==> src/rtl/status_alu_pkg.sv <==
package status_alu_pkg;

   // status byte bit positions
   localparam int SB_C = 0;
   localparam int SB_Z = 1;
   localparam int SB_N = 2;
   localparam int SB_V = 3;
   localparam int SB_S = 4;
   localparam int SB_H = 5;
   localparam int SB_T = 6;
   localparam int SB_I = 7;

   localparam int OP_BITS = 5;

   typedef enum logic [OP_BITS-1:0] {
      OP_ADD, OP_ADC, OP_SUB, OP_SBC,
      OP_AND, OP_OR, OP_XOR,
      OP_COM, OP_NEG, OP_INC, OP_DEC,
      OP_LSL, OP_LSR, OP_ROL, OP_ROR, OP_ASR, OP_SWAP,
      OP_WADD, OP_WSUB,
      OP_FSET, OP_FCLR
   } alu_op_e;

   // which status bits an operation writes (flag set/clear handled apart)
   function automatic logic [7:0] upd_mask(alu_op_e op);
      logic [7:0] m;
      m = 8'h00;
      unique case (op)
         OP_ADD, OP_ADC, OP_SUB, OP_SBC, OP_NEG:
            m = 8'b0011_1111;
         OP_AND, OP_OR, OP_XOR, OP_INC, OP_DEC:
            m = 8'b0001_1110;
         OP_COM, OP_LSL, OP_LSR, OP_ROL, OP_ROR, OP_ASR, OP_WADD, OP_WSUB:
            m = 8'b0001_1111;
         default:
            m = 8'h00;
      endcase
      return m;
   endfunction

endpackage

==> src/rtl/status_alu_addsub.sv <==
module status_alu_addsub #(
   parameter int W = 8
) (
   input  logic [W-1:0] x,
   input  logic [W-1:0] y,
   input  logic         cin,
   input  logic         sub,
   output logic [W-1:0] sum,
   output logic         cout,
   output logic         hcarry,
   output logic         ovf
);
   localparam int NIB = W / 2;

   logic [W-1:0] yy;
   logic [W:0]   cc;

   assign yy    = sub ? ~y : y;
   assign cc[0] = sub ? ~cin : cin;

   // ripple chain keeps the nibble and sign carries as plain taps
   for (genvar i = 0; i < W; i++) begin : g_bit
      assign sum[i]  = x[i] ^ yy[i] ^ cc[i];
      assign cc[i+1] = (x[i] & yy[i]) | (cc[i] & (x[i] ^ yy[i]));
   end

   // on subtract the chain carries "no borrow"; invert to get borrow
   assign cout   = sub ? ~cc[W]   : cc[W];
   assign hcarry = sub ? ~cc[NIB] : cc[NIB];
   assign ovf    = cc[W] ^ cc[W-1];

endmodule

==> src/rtl/status_alu_bitops.sv <==
module status_alu_bitops
   import status_alu_pkg::*;
#(
   parameter int W = 8
) (
   input  alu_op_e      op,
   input  logic [W-1:0] a,
   input  logic [W-1:0] b,
   input  logic         cin,
   output logic [W-1:0] res,
   output logic         cout,
   output logic         ovf
);
   localparam int NIB = W / 2;
   localparam logic [W-1:0] ONE     = W'(1);
   localparam logic [W-1:0] MSB_SET = {1'b1, {(W-1){1'b0}}};
   localparam logic [W-1:0] MAX_POS = ~MSB_SET;

   always_comb begin
      res  = a;
      cout = cin;
      ovf  = 1'b0;
      unique case (op)
         OP_AND: res = a & b;
         OP_OR:  res = a | b;
         OP_XOR: res = a ^ b;
         OP_COM: begin
            res  = ~a;
            cout = 1'b1;
         end
         OP_INC: begin
            res = a + ONE;
            ovf = (res == MSB_SET);
         end
         OP_DEC: begin
            res = a - ONE;
            ovf = (res == MAX_POS);
         end
         OP_LSL: begin
            res  = {a[W-2:0], 1'b0};
            cout = a[W-1];
         end
         OP_LSR: begin
            res  = {1'b0, a[W-1:1]};
            cout = a[0];
         end
         OP_ROL: begin
            res  = {a[W-2:0], cin};
            cout = a[W-1];
         end
         OP_ROR: begin
            res  = {cin, a[W-1:1]};
            cout = a[0];
         end
         OP_ASR: begin
            res  = {a[W-1], a[W-1:1]};
            cout = a[0];
         end
         OP_SWAP: res = {a[NIB-1:0], a[W-1:NIB]};
         default: res = a;
      endcase
      // shifts report sign change as N xor C
      if (op inside {OP_LSL, OP_LSR, OP_ROL, OP_ROR, OP_ASR})
         ovf = res[W-1] ^ cout;
   end

endmodule

==> src/rtl/status_alu_word.sv <==
module status_alu_word #(
   parameter int W    = 8,
   parameter int IMMW = 6,
   parameter bit EN   = 1'b1
) (
   input  logic [W-1:0]    lo,
   input  logic [W-1:0]    hi,
   input  logic [IMMW-1:0] imm,
   input  logic            sub,
   output logic [2*W-1:0]  res,
   output logic            cout,
   output logic            ovf
);
   localparam int PW = 2 * W;

   if (EN) begin : g_on
      logic [PW-1:0] pair;
      logic [PW:0]   ext;
      logic [PW:0]   immx;

      assign pair = {hi, lo};
      assign immx = {{(PW + 1 - IMMW){1'b0}}, imm};
      assign ext  = sub ? ({1'b0, pair} - immx) : ({1'b0, pair} + immx);
      assign res  = ext[PW-1:0];
      assign cout = ext[PW];
      assign ovf  = sub ? (pair[PW-1] & ~ext[PW-1]) : (~pair[PW-1] & ext[PW-1]);
   end else begin : g_off
      logic unused_in;
      assign unused_in = ^{lo, hi, imm, sub};
      assign res  = '0;
      assign cout = 1'b0;
      assign ovf  = 1'b0;
   end

endmodule

==> src/rtl/status_alu.sv <==
module status_alu
   import status_alu_pkg::*;
#(
   parameter int W       = 8,
   parameter int IMMW    = 6,
   parameter bit WORD_EN = 1'b1
) (
   input  logic            clk,
   input  logic            rst_n,
   input  logic            op_valid,
   input  logic [4:0]      op_code,
   input  logic [W-1:0]    opnd_a,
   input  logic [W-1:0]    opnd_b,
   input  logic [IMMW-1:0] word_imm,
   input  logic [2:0]      flag_sel,
   output logic [W-1:0]    res_lo,
   output logic [W-1:0]    res_hi,
   output logic [7:0]      status
);
   localparam int PW = 2 * W;

   if (W < 4 || (W % 2) != 0) begin : g_bad_w
      $error("status_alu: W must be even and at least 4");
   end
   if (IMMW < 1 || IMMW > W) begin : g_bad_imm
      $error("status_alu: IMMW must lie in 1..W");
   end

   alu_op_e opc;
   assign opc = alu_op_e'(op_code);

   logic [7:0] st_q, st_d;

   // ---------------- add / subtract unit ----------------
   logic [W-1:0] as_x, as_y, as_sum;
   logic         as_sub, as_ci, as_c, as_h, as_v;
   logic         is_as, is_word;

   assign is_as   = opc inside {OP_ADD, OP_ADC, OP_SUB, OP_SBC, OP_NEG};
   assign is_word = opc inside {OP_WADD, OP_WSUB};

   always_comb begin
      as_x   = opnd_a;
      as_y   = opnd_b;
      as_sub = opc inside {OP_SUB, OP_SBC, OP_NEG};
      as_ci  = (opc == OP_ADC || opc == OP_SBC) ? st_q[SB_C] : 1'b0;
      if (opc == OP_NEG) begin
         as_x = '0;
         as_y = opnd_a;
      end
   end

   status_alu_addsub #(.W(W)) u_addsub (
      .x      (as_x),
      .y      (as_y),
      .cin    (as_ci),
      .sub    (as_sub),
      .sum    (as_sum),
      .cout   (as_c),
      .hcarry (as_h),
      .ovf    (as_v)
   );

   // ---------------- logic / shift unit ----------------
   logic [W-1:0] bo_res;
   logic         bo_c, bo_v;

   status_alu_bitops #(.W(W)) u_bitops (
      .op   (opc),
      .a    (opnd_a),
      .b    (opnd_b),
      .cin  (st_q[SB_C]),
      .res  (bo_res),
      .cout (bo_c),
      .ovf  (bo_v)
   );

   // ---------------- register-pair unit ----------------
   logic [PW-1:0] wd_res;
   logic          wd_c, wd_v;

   status_alu_word #(.W(W), .IMMW(IMMW), .EN(WORD_EN)) u_word (
      .lo   (opnd_a),
      .hi   (opnd_b),
      .imm  (word_imm),
      .sub  (opc == OP_WSUB),
      .res  (wd_res),
      .cout (wd_c),
      .ovf  (wd_v)
   );

   // ---------------- result select ----------------
   always_comb begin
      if (is_word) begin
         res_lo = wd_res[W-1:0];
         res_hi = wd_res[PW-1:W];
      end else begin
         res_lo = is_as ? as_sum : bo_res;
         res_hi = '0;
      end
   end

   // ---------------- flag build and merge ----------------
   logic       f_c, f_z, f_n, f_v, f_h;
   logic [7:0] f_new, f_mask;

   always_comb begin
      f_h = st_q[SB_H];
      if (is_word) begin
         f_c = wd_c;
         f_v = wd_v;
         f_n = wd_res[PW-1];
         f_z = (wd_res == '0);
      end else if (is_as) begin
         f_c = as_c;
         f_v = as_v;
         f_h = as_h;
         f_n = as_sum[W-1];
         // multi-byte compare: Z may only fall on a carried subtract
         f_z = (as_sum == '0) && ((opc != OP_SBC) || st_q[SB_Z]);
      end else begin
         f_c = bo_c;
         f_v = bo_v;
         f_n = bo_res[W-1];
         f_z = (bo_res == '0);
      end
   end

   assign f_new  = {st_q[SB_I], st_q[SB_T], f_h, f_n ^ f_v, f_v, f_n, f_z, f_c};
   assign f_mask = upd_mask(opc);

   always_comb begin
      st_d = (st_q & ~f_mask) | (f_new & f_mask);
      if (opc == OP_FSET) st_d[flag_sel] = 1'b1;
      if (opc == OP_FCLR) st_d[flag_sel] = 1'b0;
   end

   always_ff @(posedge clk) begin
      if (!rst_n)        st_q <= '0;
      else if (op_valid) st_q <= st_d;
   end

   assign status = st_q;

endmodule

==> config.mk <==
export PLATFORM = sky130hd
export DESIGN_NAME = status_alu
export DESIGN_NICKNAME = d
export VERILOG_FILES = /design/src/rtl/status_alu_pkg.sv /design/src/rtl/status_alu_addsub.sv /design/src/rtl/status_alu_bitops.sv /design/src/rtl/status_alu_word.sv /design/src/rtl/status_alu.sv
export SDC_FILE = /design/constraint.sdc
export NUM_CORES = 1
export LEC_CHECK = 0
export BUFFER_PORTS_ARGS = -buffer_cell sky130_fd_sc_hd__buf_4
export CORE_ASPECT_RATIO = 1.25
export CORE_MARGIN = 4
export CORE_UTILIZATION = 45
export DETAILED_ROUTE_END_ITERATION = 8
export PLACE_DENSITY_LB_ADDON = 0.12
export SYNTH_ARGS = -nofsm -noshare
export SYNTH_HDL_FRONTEND = slang
export SYNTH_SLANG_ARGS = --single-unit
==> constraint.sdc <==
create_clock -name clk -period 12.35 [get_ports clk]
set_clock_uncertainty 0.15 [all_clocks]
set_input_delay 3.705 -clock clk [delete_from_list [all_inputs] [get_ports clk]]
set_output_delay 3.705 -clock clk [all_outputs]
set_load 0.03 [all_outputs]
==> impl_metrics.ini, run 1 <==
[routing]
drt-initial-drc-count = 293
vias = 4090
routedWlPerCell_um = 18.72
vias_per_cell = 6.160
antenna_left = 0
drt_first_pass_iters = 5
routed_wirelength_um = 12430
drc_errors = 0

[clock_network]
cts_hold_buf = 0
clk_pin_slew_worst_paths_ns = 0.04
cts_made_buffers = 3
clkSinkCount = 8
clockRootBuffer = clkbuf_8
cts_tree = built
clk_path_buf_depth = 2
htreeDepth = 1
clock_latency_ns = 0.23

[die]
core_area_um2 = 7928
die-area_um2 = 9745
die_height_um = 109.4
die_w_um = 89.10
rows = 36
ios = 57
start_util_pct = 46.67

[grt]
grt_pass1_vias = 4078
antenna_found_initial = 0
grt_overflow_total = 0
grt_pass1_wl_um = 20460
grt_max_degree = 22
grt_usage_pct = 26.40

[synth]
avgSynthCellArea_um2 = 6.968
syn_nets = 615
yosysSeqAreaShare_pct = 4.329
netlist_instances = 531
synth_seq_cells = 8
async_flop_share_pct = 0
netlist_area_um2 = 3700
ys.flop_type = dfxtp_1
synth_edf_count = 0
ys_warn_count = 0
ys_types = 70

[finish]
fin_nets = 655
layout-drive-gt1-share_pct = 17.22
antennaDiodeCount = 0
area_growth_pct = 15.05
stdcell_area_um2 = 4257

[place]
hpwl_um = 9888
gp_congestion = 0.9290
port_buffers = 56
placed_cell_area_um2 = 4185

[worst_setup_path]
setup.worst_path.start_class = input pin
worst-path-max-fanout = 4
arrival_ns = 8.27
cp.required_ns = 8.49
crit_path_end_kind = primary output
reg2reg_slack_ns = 7.55
path_class = in -> out

[sta]
hold_violations = 0
fmax_ghz = 0.08245
period_share_pct = 98.21
min_period_ns = 12.13
worstMarginPinSlew_ns = 1.194
drv_slew = 0
setup_viol = 0
slew_headroom_pct = 19.30
rsz0062_at_grt = no

[pwr]
p_total_uw = 238.8
peakVddDrop_mv = 0.05977
powerDensity_nw_per_um2 = 56.11
power.static_leakage_uw = 0.001902

[hold_path]
min_path_type = reg -> reg

[status]
outcome = complete, no violations

[run]
drv_cap = 0
-- power breakdown --
part	internal (uW)	switching, uW	leakage [uW]
sequential	27.2	1.14	0.0000651
clock	21.0	9.53	0.0000216
combinational	72.7	107	0.00182
-- per-stage QoR --
| stage | instances | setup WS (ns) | util (%) | setup TNS (ns) | hold WS, ns |
|---|---|---|---|---|---|
| 4_1_cts | 664 | 0.05436 | 53.36 | 0 | 0.3303 |
| 3_5_place_dp | 661 | -0.01199 | 52.79 | -0.01199 | 0.3185 |
| 6_report | 664 | 0.2215 | 53.69 | 0 | 0.3223 |
| 3_3_place_gp | 661 | 0.06949 | 52.79 | 0 | 0.3038 |
| 2_1_floorplan | 531 | 0.05274 | - | 0 | 0.4664 |
| 5_1_grt | 664 | 0.002165 | 53.69 | 0 | 0.3544 |
-- critical path: stages --
cell,delay [ns]
buf_4,0.12
inv_1,0.08
ha_2,0.18
nor2b_1,0.04
or4_4,0.58
xnor2_2,0.17
fa_2,0.36
fa_2,0.35
fa_2,0.34
fa_2,0.35
inv_1,0.07
fa_1,0.15
inv_1,0.05
fa_1,0.38
fa_2,0.35
inv_1,0.07
fa_1,0.41
nand2_1,0.07
nand2_1,0.08
nor2_1,0.12
nor2_1,0.05
buf_4,0.16
-- cell type report --
type                       instances  area [um2]
sequential                         8       160.2
timing repair buffer              70       525.5
fill                             816        3671
tap                               95       118.9
inverter                          35       131.4
multi-input combinational        453        3279
clock buffer                       3       41.29
-- cell usage after synthesis, types with 5 or more instances --
library cell | number | area share (%)
nor4_1 | 6 | 1.0
xor2_1 | 7 | 1.7
nand3_1 | 15 | 2.0
nand2_1 | 50 | 5.1
and3_1 | 5 | 0.85
o21a_1 | 6 | 1.2
or4_1 | 6 | 1.2
a31oi_1 | 6 | 1.0
o21ai_0 | 31 | 4.2
a21oi_1 | 50 | 6.8
nor2_1 | 50 | 5.1
fa_1 | 9 | 4.9
mux2i_1 | 6 | 1.6
buf_2 | 7 | 0.95
xnor2_1 | 23 | 5.4
inv_1 | 35 | 3.6
o31ai_1 | 6 | 1.2
and2_1 | 5 | 0.85
a21o_1 | 9 | 1.8
ha_1 | 42 | 14
dfxtp_1 | 8 | 4.3
nor3_1 | 8 | 1.1
nand2b_1 | 6 | 1.0
nand4_1 | 7 | 1.2
o22ai_1 | 5 | 0.85
clkbuf_1 | 20 | 2.0
nor2b_1 | 8 | 1.4
a221oi_1 | 6 | 1.4
nand3b_1 | 5 | 1.0
-- cell families (layout without fill, tap and decap cells) --
logic type | Yosys count | in the layout | share of synthesized area (%)
simple gates | 192 | 192 | 27.83
compound gates | 173 | 173 | 31.89
buf+inv | 70 | 108 | 7.846
fa+ha+maj | 51 | 51 | 19.07
xor+xnor | 30 | 30 | 7.102
flops | 8 | 8 | 4.329
mux | 7 | 7 | 1.928
-- placed cells by master, fill, tap and decap left out, types with 6 or more instances in the layout --
cell / n
a21o_1: 9
a21oi_1: 49
a221oi_1: 6
a31oi_1: 6
buf_4: 70
dfxtp_1: 8
ha_1: 41
inv_1: 35
mux2i_1: 6
nand2_1: 50
nand2b_1: 6
nand3_1: 15
nand4_1: 7
nor2_1: 50
nor2b_1: 8
nor3_1: 8
nor4_1: 6
o21a_1: 6
o21ai_0: 30
o31ai_1: 6
xnor2_1: 22
xor2_1: 7
-- worst paths after layout --
| kind | startpoint | endpoint | cells past startpoint |
|---|---|---|---|
| min | register | register | 2 |
| max | op_code[1] | res_lo[7] | 22 |
| max reg2reg | status[0] | status[1] | 19 |
| min reg2reg | register | register | 2 |
-- metal layers --
layer  wire (um)  GRT usage (%)
met3         636          2.474
met1        5534          35.50
met5           0              0
met4         383          8.723
met2        5874          43.89
-- repair_timing --
action | 4_1_cts | 5_1_grt
endpoints found under the hold margin | 0 | 0
endpoints found under the setup margin | 1 | 1
resized for setup | 1 | 8
setup buffers | 0 | 0
pin swaps | 0 | 2
Power figures use the tool's default switching activity.
==> inputs of run 2 (changes only) <==
- PLACE_DENSITY_LB_ADDON: 0.12 -> 0.15
==> run 2 against run 1 <==
Utilization down 0.079 points. Sequential share of layout area about the same. Flip-flop and latch count unchanged. Wire length up 0.10%. Final cell count up 0.15%. Non-clock buffer count up 1. Combinational power about the same. First-iteration DRC count up 26%. Design area down 0.15%. Largest power group unchanged. Die area unchanged.
==> impl_metrics.ini, run 2 (synthesis results as in run 1) <==
[finish]
fillCellCount = 822
fin_nets = 656
antennaDiodeCount = 0
final_cell_mix = buf_4, nand2_1, nor2_1, a21oi_1, ha_1
regArea_um2 = 160.2
final_common_cell = buf_4
multi_input_area_um2 = 3266
area_growth_pct = 14.88
layout-drive-gt1-share_pct = 16.84

[routing]
vias = 4205
drt_first_pass_iters = 9
wl_met1_um = 5395
drt-initial-drc-count = 368
antenna_left = 0
top_layer = met4
dr_wl_met3_um = 778
route.met2.wl_um = 5972
routed_wirelength_um = 12440
vias_per_cell = 6.323
drc_errors = 0
routedWlPerCell_um = 18.71

[grt]
grt_pass1_vias = 4006
antenna_found_initial = 0
grt_pass1_wl_um = 19980
grt_max_degree = 22
grt_overflow_total = 0
grt_usage_pct = 25.75

[worst_setup_path]
cp-endpoint = res_lo[7]
r2r_cells = 19
path_class = in -> out
cp.required_ns = 8.49
arrival_ns = 8.28
setup.worst_path.start_class = input pin
reg2reg_slack_ns = 7.45
reg2reg_to = status[1]
crit_path_end_kind = primary output
crit_start = op_code[0]
worst-path-max-fanout = 4
crit_path_cell_trace = buf_4 -> inv_1 -> ha_2 -> nor2b_1 -> or4_4 -> xnor2_1 -> fa_1 -> fa_2 -> fa_2 -> fa_2 -> inv_1 -> fa_1 -> inv_1 -> fa_1 -> fa_2 -> inv_1 -> fa_1 -> nand2_1 -> nand2_1 -> nor2_1 -> nor2_1 -> buf_4
reg2reg_from = status[0]
cpPeakStageDelay_ns = 0.52
crit_slowest_cell = or4_4

[place]
port_buffers = 56
gp_congestion = 0.9707
hpwl_um = 9736

[run]
drv_cap = 0

[clock_network]
cts_made_buffers = 3
cts_tree = built
clk_path_buf_depth = 2
clkSinkCount = 8
clock_latency_ns = 0.23
post_cts_buffers = 0
clk_pin_slew_worst_paths_ns = 0.04
clockRootBuffer = clkbuf_8
htreeDepth = 1
cts_hold_buf = 0

[sta]
setup-tns-final_ns = 0
worstMarginPinSlew_ns = 1.121
setup_viol = 0
hold_violations = 0
period_share_pct = 98.26
rsz0062_at_grt = no
min_period_ns = 12.14
drv_slew = 0
slew_headroom_pct = 24.25
fmax_ghz = 0.08241

[status]
outcome = complete, no violations

[die]
core_area_um2 = 7928
die-area_um2 = 9745
ios = 57
die_w_um = 89.10
rows = 36
start_util_pct = 46.67
die_height_um = 109.4

[pwr]
powerDensity_nw_per_um2 = 56.36
p_total_uw = 239.5
peakVddDrop_mv = 0.06171
power.static_leakage_uw = 0.001900

[hold_path]
min_path_type = reg -> reg
## run 2: changes by cell type in the layout (fill, tap and decap cells not counted)
cell	previous run	this run
fa_1	4	5
a21oi_2	2	1
fa_2	5	4
xnor2_2	1	0
xnor2_1	22	23
buf_4	70	71
a21oi_1	49	50
## run 2: metal layers
metal  up-vias  GRT usage, %
met5         -             0
met3        21         1.199
met1      1961         34.97
met4         0         7.553
met2       196         43.73
li1       2027             -
## run 2: timing repair
item	4_1_cts	5_1_grt
cloned	0	0
pin swaps	0	0
setup endpoints to repair	1	1
gates resized for setup	1	5
endpoints found under the hold margin	0	0
## run 2: critical path, delay by kind of cell
family | cells | cell delay [ns]
adders and majority gates | 9 | 2.96
and+or+nand+nor | 6 | 0.88
buffers and inverters | 6 | 0.55
xor gates and xnor gates | 1 | 0.17
## run 2: worst min path at each step
stage | end | slack, ns | cells past startpoint | startpoint
after global placement | status[7] | 0.31 | 2 | status[7]
after detailed placement | register | 0.32 | 2 | register
after floorplan | status[0] | 0.47 | 2 | status[0]
after global routing | register | 0.34 | 2 | register
after CTS | register | 0.33 | 2 | register
final | register | 0.32 | 2 | register
## run 2: power breakdown
part           internal [uW]  switching (uW)  total (uW)
Sequential              27.2            1.21        28.4
Clock                   21.1            10.6        31.7
Combinational           72.5             107         179
Total                    121             119         240
## run 2: final cells by class
class                           count  share of cell area, %
Multi-Input combinational cell    453                  76.83
Timing Repair Buffer               71                  12.54
Sequential cell                     8                  3.768
Inverter                           35                  3.091
Tap cell                           95                  2.797
Clock buffer                        3                 0.9714
## run 2: metrics by stage
step	util, %	hold WS, ns	cell area, um2	setup WS, ns	instances
2_1_floorplan	-	0.4664	3702	0.05274	531
3_3_place_gp	52.89	0.3064	4193	0.06970	662
3_5_place_dp	52.89	0.3185	4193	-0.03038	662
4_1_cts	53.46	0.3291	4238	0.02888	665
5_1_grt	53.61	0.3412	4250	0.03601	665
6_report	53.61	0.3198	4250	0.2150	665
